File: config.mk
export PLATFORM = sky130hd
export DESIGN_NAME = gint_ctrl
export DESIGN_NICKNAME = d
export VERILOG_FILES = /design/src/rtl/gint_pkg.sv /design/src/rtl/gint_sync.sv /design/src/rtl/gint_bank.sv /design/src/rtl/gint_service.sv /design/src/rtl/gint_ctrl.sv
export SDC_FILE = /design/constraint.sdc
export NUM_CORES = 1
export LEC_CHECK = 0
export ABC_AREA = 1
export BUFFER_PORTS_ARGS = -buffer_cell sky130_fd_sc_hd__buf_4
export CORE_MARGIN = 1.5
export CORE_UTILIZATION = 55
export CTS_CLUSTER_SIZE = 16
export DETAILED_ROUTE_END_ITERATION = 8
export GPL_TIMING_DRIVEN = 0
export PLACE_DENSITY = 0.74
export SLEW_MARGIN = 20
export SYNTH_ARGS = -nofsm -noshare
export SYNTH_HDL_FRONTEND = slang
export SYNTH_SLANG_ARGS = --single-unit
File: constraint.sdc
create_clock -name clk -period 3.39 [get_ports clk]
set_clock_uncertainty 0.2 [all_clocks]
set_input_delay 0.5085 -clock clk [delete_from_list [all_inputs] [get_ports clk]]
set_output_delay 0.5085 -clock clk [all_outputs]
set_load 0.05 [all_outputs]
File: src/rtl/gint_pkg.sv
package gint_pkg;

    localparam int DATA_W      = 32;
    localparam int ADDR_W      = 6;
    localparam int TRIG_W      = 3;
    localparam int BANK_IDX_W  = 4;
    localparam int SVC_FIELD_W = 8;

    typedef enum logic [1:0] {
        RGN_CFG  = 2'd0,
        RGN_MASK = 2'd1,
        RGN_PEND = 2'd2,
        RGN_SVC  = 2'd3
    } region_e;

    typedef enum logic [TRIG_W-1:0] {
        TRIG_LVL_LO = 3'd0,
        TRIG_LVL_HI = 3'd1,
        TRIG_FALL   = 3'd2,
        TRIG_RISE   = 3'd3,
        TRIG_BOTH   = 3'd4
    } trig_e;

    typedef struct packed {
        region_e               rgn;
        logic [BANK_IDX_W-1:0] bank;
    } addr_t;

    typedef struct packed {
        logic [SVC_FIELD_W-1:0] group;
        logic [SVC_FIELD_W-1:0] pin;
    } svc_t;

    // One pin's trigger decision from its current and previous synchronized level.
    function automatic logic trig_hit(input logic [TRIG_W-1:0] code,
                                      input logic cur,
                                      input logic prev);
        logic hit;
        case (code)
            TRIG_LVL_LO: hit = !cur;
            TRIG_LVL_HI: hit = cur;
            TRIG_FALL:   hit = prev && !cur;
            TRIG_RISE:   hit = !prev && cur;
            TRIG_BOTH:   hit = prev ^ cur;
            default:     hit = 1'b0;
        endcase
        return hit;
    endfunction

endpackage

File: src/rtl/gint_sync.sv
module gint_sync #(
    parameter int WIDTH = 8
) (
    input  logic             clk,
    input  logic             rst,
    input  logic [WIDTH-1:0] async_in,
    output logic [WIDTH-1:0] sync_out
);

    logic [WIDTH-1:0] stage1_q;
    logic [WIDTH-1:0] stage2_q;

    always_ff @(posedge clk) begin
        if (rst) begin
            stage1_q <= '0;
            stage2_q <= '0;
        end else begin
            stage1_q <= async_in;
            stage2_q <= stage1_q;
        end
    end

    assign sync_out = stage2_q;

endmodule

File: src/rtl/gint_bank.sv
module gint_bank
    import gint_pkg::*;
#(
    parameter int PINS = 8
) (
    input  logic                   clk,
    input  logic                   rst,
    input  logic [PINS-1:0]        pin_sync,
    input  logic                   cfg_we,
    input  logic                   mask_we,
    input  logic                   pend_we,
    input  logic [PINS*TRIG_W-1:0] wr_cfg,
    input  logic [PINS-1:0]        wr_bits,
    output logic [PINS*TRIG_W-1:0] cfg_q,
    output logic [PINS-1:0]        mask_q,
    output logic [PINS-1:0]        pend_q
);

    logic [PINS-1:0] prev_q;
    logic [PINS-1:0] hit;
    logic [PINS-1:0] clr;

    for (genvar p = 0; p < PINS; p++) begin : g_pin
        assign hit[p] = trig_hit(cfg_q[p*TRIG_W +: TRIG_W], pin_sync[p], prev_q[p]);
    end

    assign clr = pend_we ? wr_bits : '0;

    always_ff @(posedge clk) begin
        if (rst) begin
            cfg_q  <= '1;
            mask_q <= '1;
            pend_q <= '0;
            prev_q <= '0;
        end else begin
            prev_q <= pin_sync;
            pend_q <= hit | (pend_q & ~clr);
            if (cfg_we) begin
                cfg_q <= wr_cfg;
            end
            if (mask_we) begin
                mask_q <= wr_bits;
            end
        end
    end

endmodule

File: src/rtl/gint_service.sv
module gint_service
    import gint_pkg::*;
#(
    parameter int NUM_BANKS = 4,
    parameter int PINS      = 8
) (
    input  logic [NUM_BANKS*PINS-1:0] eff,
    output svc_t                      svc
);

    logic found;

    always_comb begin
        found = 1'b0;
        svc   = '0;
        for (int b = 0; b < NUM_BANKS; b++) begin
            for (int p = 0; p < PINS; p++) begin
                if (!found && eff[b*PINS + p]) begin
                    found     = 1'b1;
                    svc.group = SVC_FIELD_W'(b + 1);
                    svc.pin   = SVC_FIELD_W'(p);
                end
            end
        end
    end

endmodule

File: src/rtl/gint_ctrl.sv
module gint_ctrl
    import gint_pkg::*;
#(
    parameter int NUM_BANKS = 4,
    parameter int PINS      = 8
) (
    input  logic                      clk,
    input  logic                      rst,
    input  logic [NUM_BANKS*PINS-1:0] pin_in,
    input  logic                      bus_sel,
    input  logic                      bus_wr,
    input  logic [ADDR_W-1:0]         bus_addr,
    input  logic [DATA_W-1:0]         bus_wdata,
    output logic [DATA_W-1:0]         bus_rdata,
    output logic                      irq_out
);

    localparam int TOTAL = NUM_BANKS * PINS;
    localparam int CFG_W = PINS * TRIG_W;

    logic [TOTAL-1:0]   pin_sync;
    logic [TOTAL-1:0]   pend_all;
    logic [TOTAL-1:0]   mask_all;
    logic [TOTAL-1:0]   eff;
    logic [CFG_W-1:0]   cfg_words  [NUM_BANKS];
    logic [PINS-1:0]    mask_words [NUM_BANKS];
    logic [PINS-1:0]    pend_words [NUM_BANKS];
    addr_t              acc;
    logic               wr_en;
    logic               rd_en;
    svc_t               svc;
    logic [SVC_FIELD_W-1:0] svc_group;
    logic [SVC_FIELD_W-1:0] svc_pin;
    logic [DATA_W-1:0]  rd_next;
    logic               wdata_unused;

    assign acc          = addr_t'(bus_addr);
    assign wr_en        = bus_sel && bus_wr;
    assign rd_en        = bus_sel && !bus_wr;
    assign wdata_unused = ^bus_wdata;

    gint_sync #(.WIDTH(TOTAL)) sync_i (
        .clk      (clk),
        .rst      (rst),
        .async_in (pin_in),
        .sync_out (pin_sync)
    );

    for (genvar b = 0; b < NUM_BANKS; b++) begin : g_bank
        logic sel_bank;
        assign sel_bank = wr_en && (acc.bank == BANK_IDX_W'(b));

        gint_bank #(.PINS(PINS)) bank_i (
            .clk      (clk),
            .rst      (rst),
            .pin_sync (pin_sync[b*PINS +: PINS]),
            .cfg_we   (sel_bank && acc.rgn == RGN_CFG),
            .mask_we  (sel_bank && acc.rgn == RGN_MASK),
            .pend_we  (sel_bank && acc.rgn == RGN_PEND),
            .wr_cfg   (bus_wdata[CFG_W-1:0]),
            .wr_bits  (bus_wdata[PINS-1:0]),
            .cfg_q    (cfg_words[b]),
            .mask_q   (mask_words[b]),
            .pend_q   (pend_words[b])
        );

        assign pend_all[b*PINS +: PINS] = pend_words[b];
        assign mask_all[b*PINS +: PINS] = mask_words[b];
    end

    assign eff     = pend_all & ~mask_all;
    assign irq_out = |eff;

    gint_service #(.NUM_BANKS(NUM_BANKS), .PINS(PINS)) service_i (
        .eff (eff),
        .svc (svc)
    );

    assign svc_group = svc.group;
    assign svc_pin   = svc.pin;

    always_comb begin
        rd_next = '0;
        if (rd_en) begin
            case (acc.rgn)
                RGN_CFG: begin
                    for (int b = 0; b < NUM_BANKS; b++) begin
                        if (acc.bank == BANK_IDX_W'(b)) rd_next = DATA_W'(cfg_words[b]);
                    end
                end
                RGN_MASK: begin
                    for (int b = 0; b < NUM_BANKS; b++) begin
                        if (acc.bank == BANK_IDX_W'(b)) rd_next = DATA_W'(mask_words[b]);
                    end
                end
                RGN_PEND: begin
                    for (int b = 0; b < NUM_BANKS; b++) begin
                        if (acc.bank == BANK_IDX_W'(b)) rd_next = DATA_W'(pend_words[b]);
                    end
                end
                default: rd_next = DATA_W'(svc);
            endcase
        end
    end

    always_ff @(posedge clk) begin
        if (rst) begin
            bus_rdata <= '0;
        end else begin
            bus_rdata <= rd_next;
        end
    end

endmodule

==> results.json <==
{
  "start_util_pct": 55.8,
  "grt.met3_usage_pct": 6.45,
  "p_per_area_nw_per_um2": 459,
  "cts_tree": "done",
  "vias_per_cell": 5.63,
  "final_common_cell": "nand2_1",
  "cap_violations": 0,
  "fillers": 2049,
  "drive_above_1_share_pct": 9.57,
  "internal_power_w": 0.00541,
  "yosysSeqAreaShare_pct": 43.1,
  "min_period_ps": 2900,
  "critPathMaxStageDelay_ps": 540,
  "synth_top_area_cell": "dfxtp_1",
  "cp_max_fo": 4,
  "async_flop_share_pct": 0,
  "seqPwrFrac_pct": 47.4,
  "slew_violations": 0,
  "fin_ws_ps": 485,
  "fmax_mhz": 344,
  "crit_chain": "inv_1 > nor2_1 > or4_1 > nor4_1 > nand4_1 > buf_4",
  "antenna_left": 0,
  "busiest_layer": "met2",
  "grtUsageMet2_pct": 55.4,
  "max_slew_margin_pct": 39.3,
  "ys_warn_count": 0,
  "power_switching_w": 0.00172,
  "hpwl_mm": 31.8,
  "end_kind": "output pin",
  "critPathArrivalTime_ps": 2200,
  "muxShareOfSynthArea_pct": 0,
  "start_kind": "register",
  "status": "complete, no violations",
  "first_pass_iters": 8,
  "rsz0062_at_grt": "false",
  "place_congestion": 1.00,
  "layout_common_cells": "nand2_1 (317), inv_1 (290), dfxtp_1 (280), nor2_1 (178), nand3_1 (114)",
  "dieArea_um2": 24600,
  "leakagePower_nw": 7.24,
  "drc_errors": 0,
  "hold_ws_ps": 19.4,
  "synth_edf_count": 0,
  "grt_pass1_vias": 11700,
  "post-route-period-util_pct": 85.7,
  "worst_skew_pair.late_latency_ps": 570,
  "hold_viol": 0,
  "min_path_type": "in -> reg",
  "p_comb_share_pct": 7.0,
  "wl_per_cell_um": 19.2,
  "dp_slack_ps": 225,
  "synth_cells": 1740,
  "syn_area_per_cell_um2": 7.48,
  "switching_share_pct": 24.1,
  "antenna_cells": 0,
  "io_pins": 107,
  "ir_drop_mv": 0.394,
  "cts_root_buf": "clkbuf_16",
  "synthTopCellsByArea": "dfxtp_1 (43%), nand2_1 (9.1%), inv_1 (8.4%)",
  "utilization_pct": 66.6,
  "ys.flop_type": "dfxtp_1",
  "synth_top_family_by_area": "simple AND/OR/NAND/NOR gates",
  "nNetsFinal": 2050,
  "clk_pin_slew_ps": 60,
  "grt_pass1_wl_mm": 65.6,
  "track_usage_pct": 35.4,
  "placeableCoreArea_um2": 23300,
  "synth_simple_gate_area_share_pct": 20.9,
  "io_buffers": 87,
  "grt_max_degree": 17,
  "post-cts-setup-buffer-count": 0,
  "vias": 12700,
  "seqCellArea_um2": 5610,
  "synth_cell_types": 45,
  "ys_ff_latch": 280,
  "die_h_um": 157,
  "synth_compound_area_share_pct": 18.4,
  "setup_viol": 0,
  "crit_required_ps": 2680,
  "cts_sinks": 280,
  "synthXorXnorAreaFrac_pct": 0,
  "grtUsageMet1_pct": 46.3,
  "slowest_stage": "or4_1",
  "rrSetupSlack_ps": 1090,
  "antenna_found_initial": 0,
  "totalWireLength_mm": 43.2,
  "worst-setup-path-type": "reg -> out",
  "synth_top_area_share_pct": 43.1,
  "clk_path_buf_depth": 3,
  "tightest_slew_ps": 906,
  "first_iter_violations": 1409,
  "p_clk_share_pct": 45.6,
  "overflow": 0,
  "finalSetupTns_ps": 0,
  "cts_buffers": 30,
  "core.rowCount": 56,
  "multi_input_area_um2": 5950,
  "die-width_um": 157,
  "synthAdderAreaFrac_pct": 6.15,
  "htreeDepth": 1,
  "synth_area_um2": 13000,
  "syn2layout_area_growth_pct": 19.3
}
==> flip-flops by register name, indices dropped and copies added (netlist names) <==
signal,cells
g_bank.bank_i.cfg_q,96
g_bank.bank_i.prev_q,32
sync_i.sync_out,32
bus_rdata,24
g_bank.bank_i.pend_q,32
sync_i.stage1_q,32
g_bank.bank_i.mask_q,32
==> power by group through the flow <==
| stage | Clock (W) | Sequential (W) | Combinational [W] |
|---|---|---|---|
| after floorplan | 0 | 0.00345 | 0.000237 |
| after global placement | 0 | 0.00345 | 0.000435 |
| after detailed placement | 0 | 0.00345 | 0.000441 |
| after CTS | 0.00327 | 0.00337 | 0.000485 |
| after global routing | 0.00341 | 0.00338 | 0.000541 |
| final | 0.00325 | 0.00338 | 0.000499 |
==> final cells by class <==
| class | instances | share of cell area [%] |
|---|---|---|
| inverter | 306 | 7.40 |
| clock inverter | 10 | 0.822 |
| sequential | 280 | 36.1 |
| timing repair buffer | 133 | 7.17 |
| multi-input combinational | 1083 | 38.3 |
| buffer | 78 | 2.18 |
| clock buffer | 43 | 5.47 |
| tap | 319 | 2.57 |
==> per-layer routing <==
layer,share of wire (%),routed length [um]
met4,5.9,2570
met2,43,18700
met5,0,0
met1,40,17500
met3,10,4430
==> repair_timing <==
| item | CTS | global route |
|---|---|---|
| setup endpoints to repair | 0 | 0 |
| endpoints found under the hold margin | 61 | 0 |
| hold buffers | 46 | 0 |
| gates resized for setup | 0 | 0 |
==> kinds of logic after synthesis <==
group	count (synthesis)
AND/OR/NAND/NOR	642
other	1
flip-flops	280
buffers and inverters	384
AO/OA/AOI/OAI	369
adder cells (fa/ha/maj)	64
==> cell usage after synthesis, drive strengths merged (2+ instances only) <==
cell type	n
clkbuf	53
o211ai	99
a31oi	34
ha	64
a41oi	2
o311ai	3
o22ai	17
nand4	6
nand2	321
o41ai	2
inv	303
a22o	3
o2111ai	18
nor4	3
a21oi	48
nor2	185
nand3	114
clkinv	3
o21ai	107
buf	25
o221ai	17
nor3	11
a211oi	2
a221oi	14
dfxtp	280
==> worst max-delay path, delay by kind of cell, from the launching register on <==
kind	cells	cell delay, ps
AND/OR/NAND/NOR	4	1020
flip-flops	1	310
buffers and inverters	2	300
==> path summary, 6_finish.rpt <==
kind / end / start / cells after the start
hold reg to reg: sync_i.sync_out[9] / sync_i.stage1_q[9] / 2
setup / recovery: irq_out / g_bank[3].bank_i.pend_q[0] / 6
hold / removal: g_bank[2].bank_i.cfg_q[21] / bus_wdata[21] / 3
setup reg to reg: bus_rdata[9] / g_bank[0].bank_i.pend_q[1] / 14
==> through the flow <==
step	cells	cell area [um2]	power, W
2_1_floorplan	1747	13000	0.00368
3_5_place_dp	2153	14100	0.00389
4_1_cts	2252	15500	0.00713
6_report	2252	15500	0.00713
3_3_place_gp	2153	14100	0.00388
5_1_grt	2252	15500	0.00733
No activity file was read; power rests on OpenSTA's default activity.
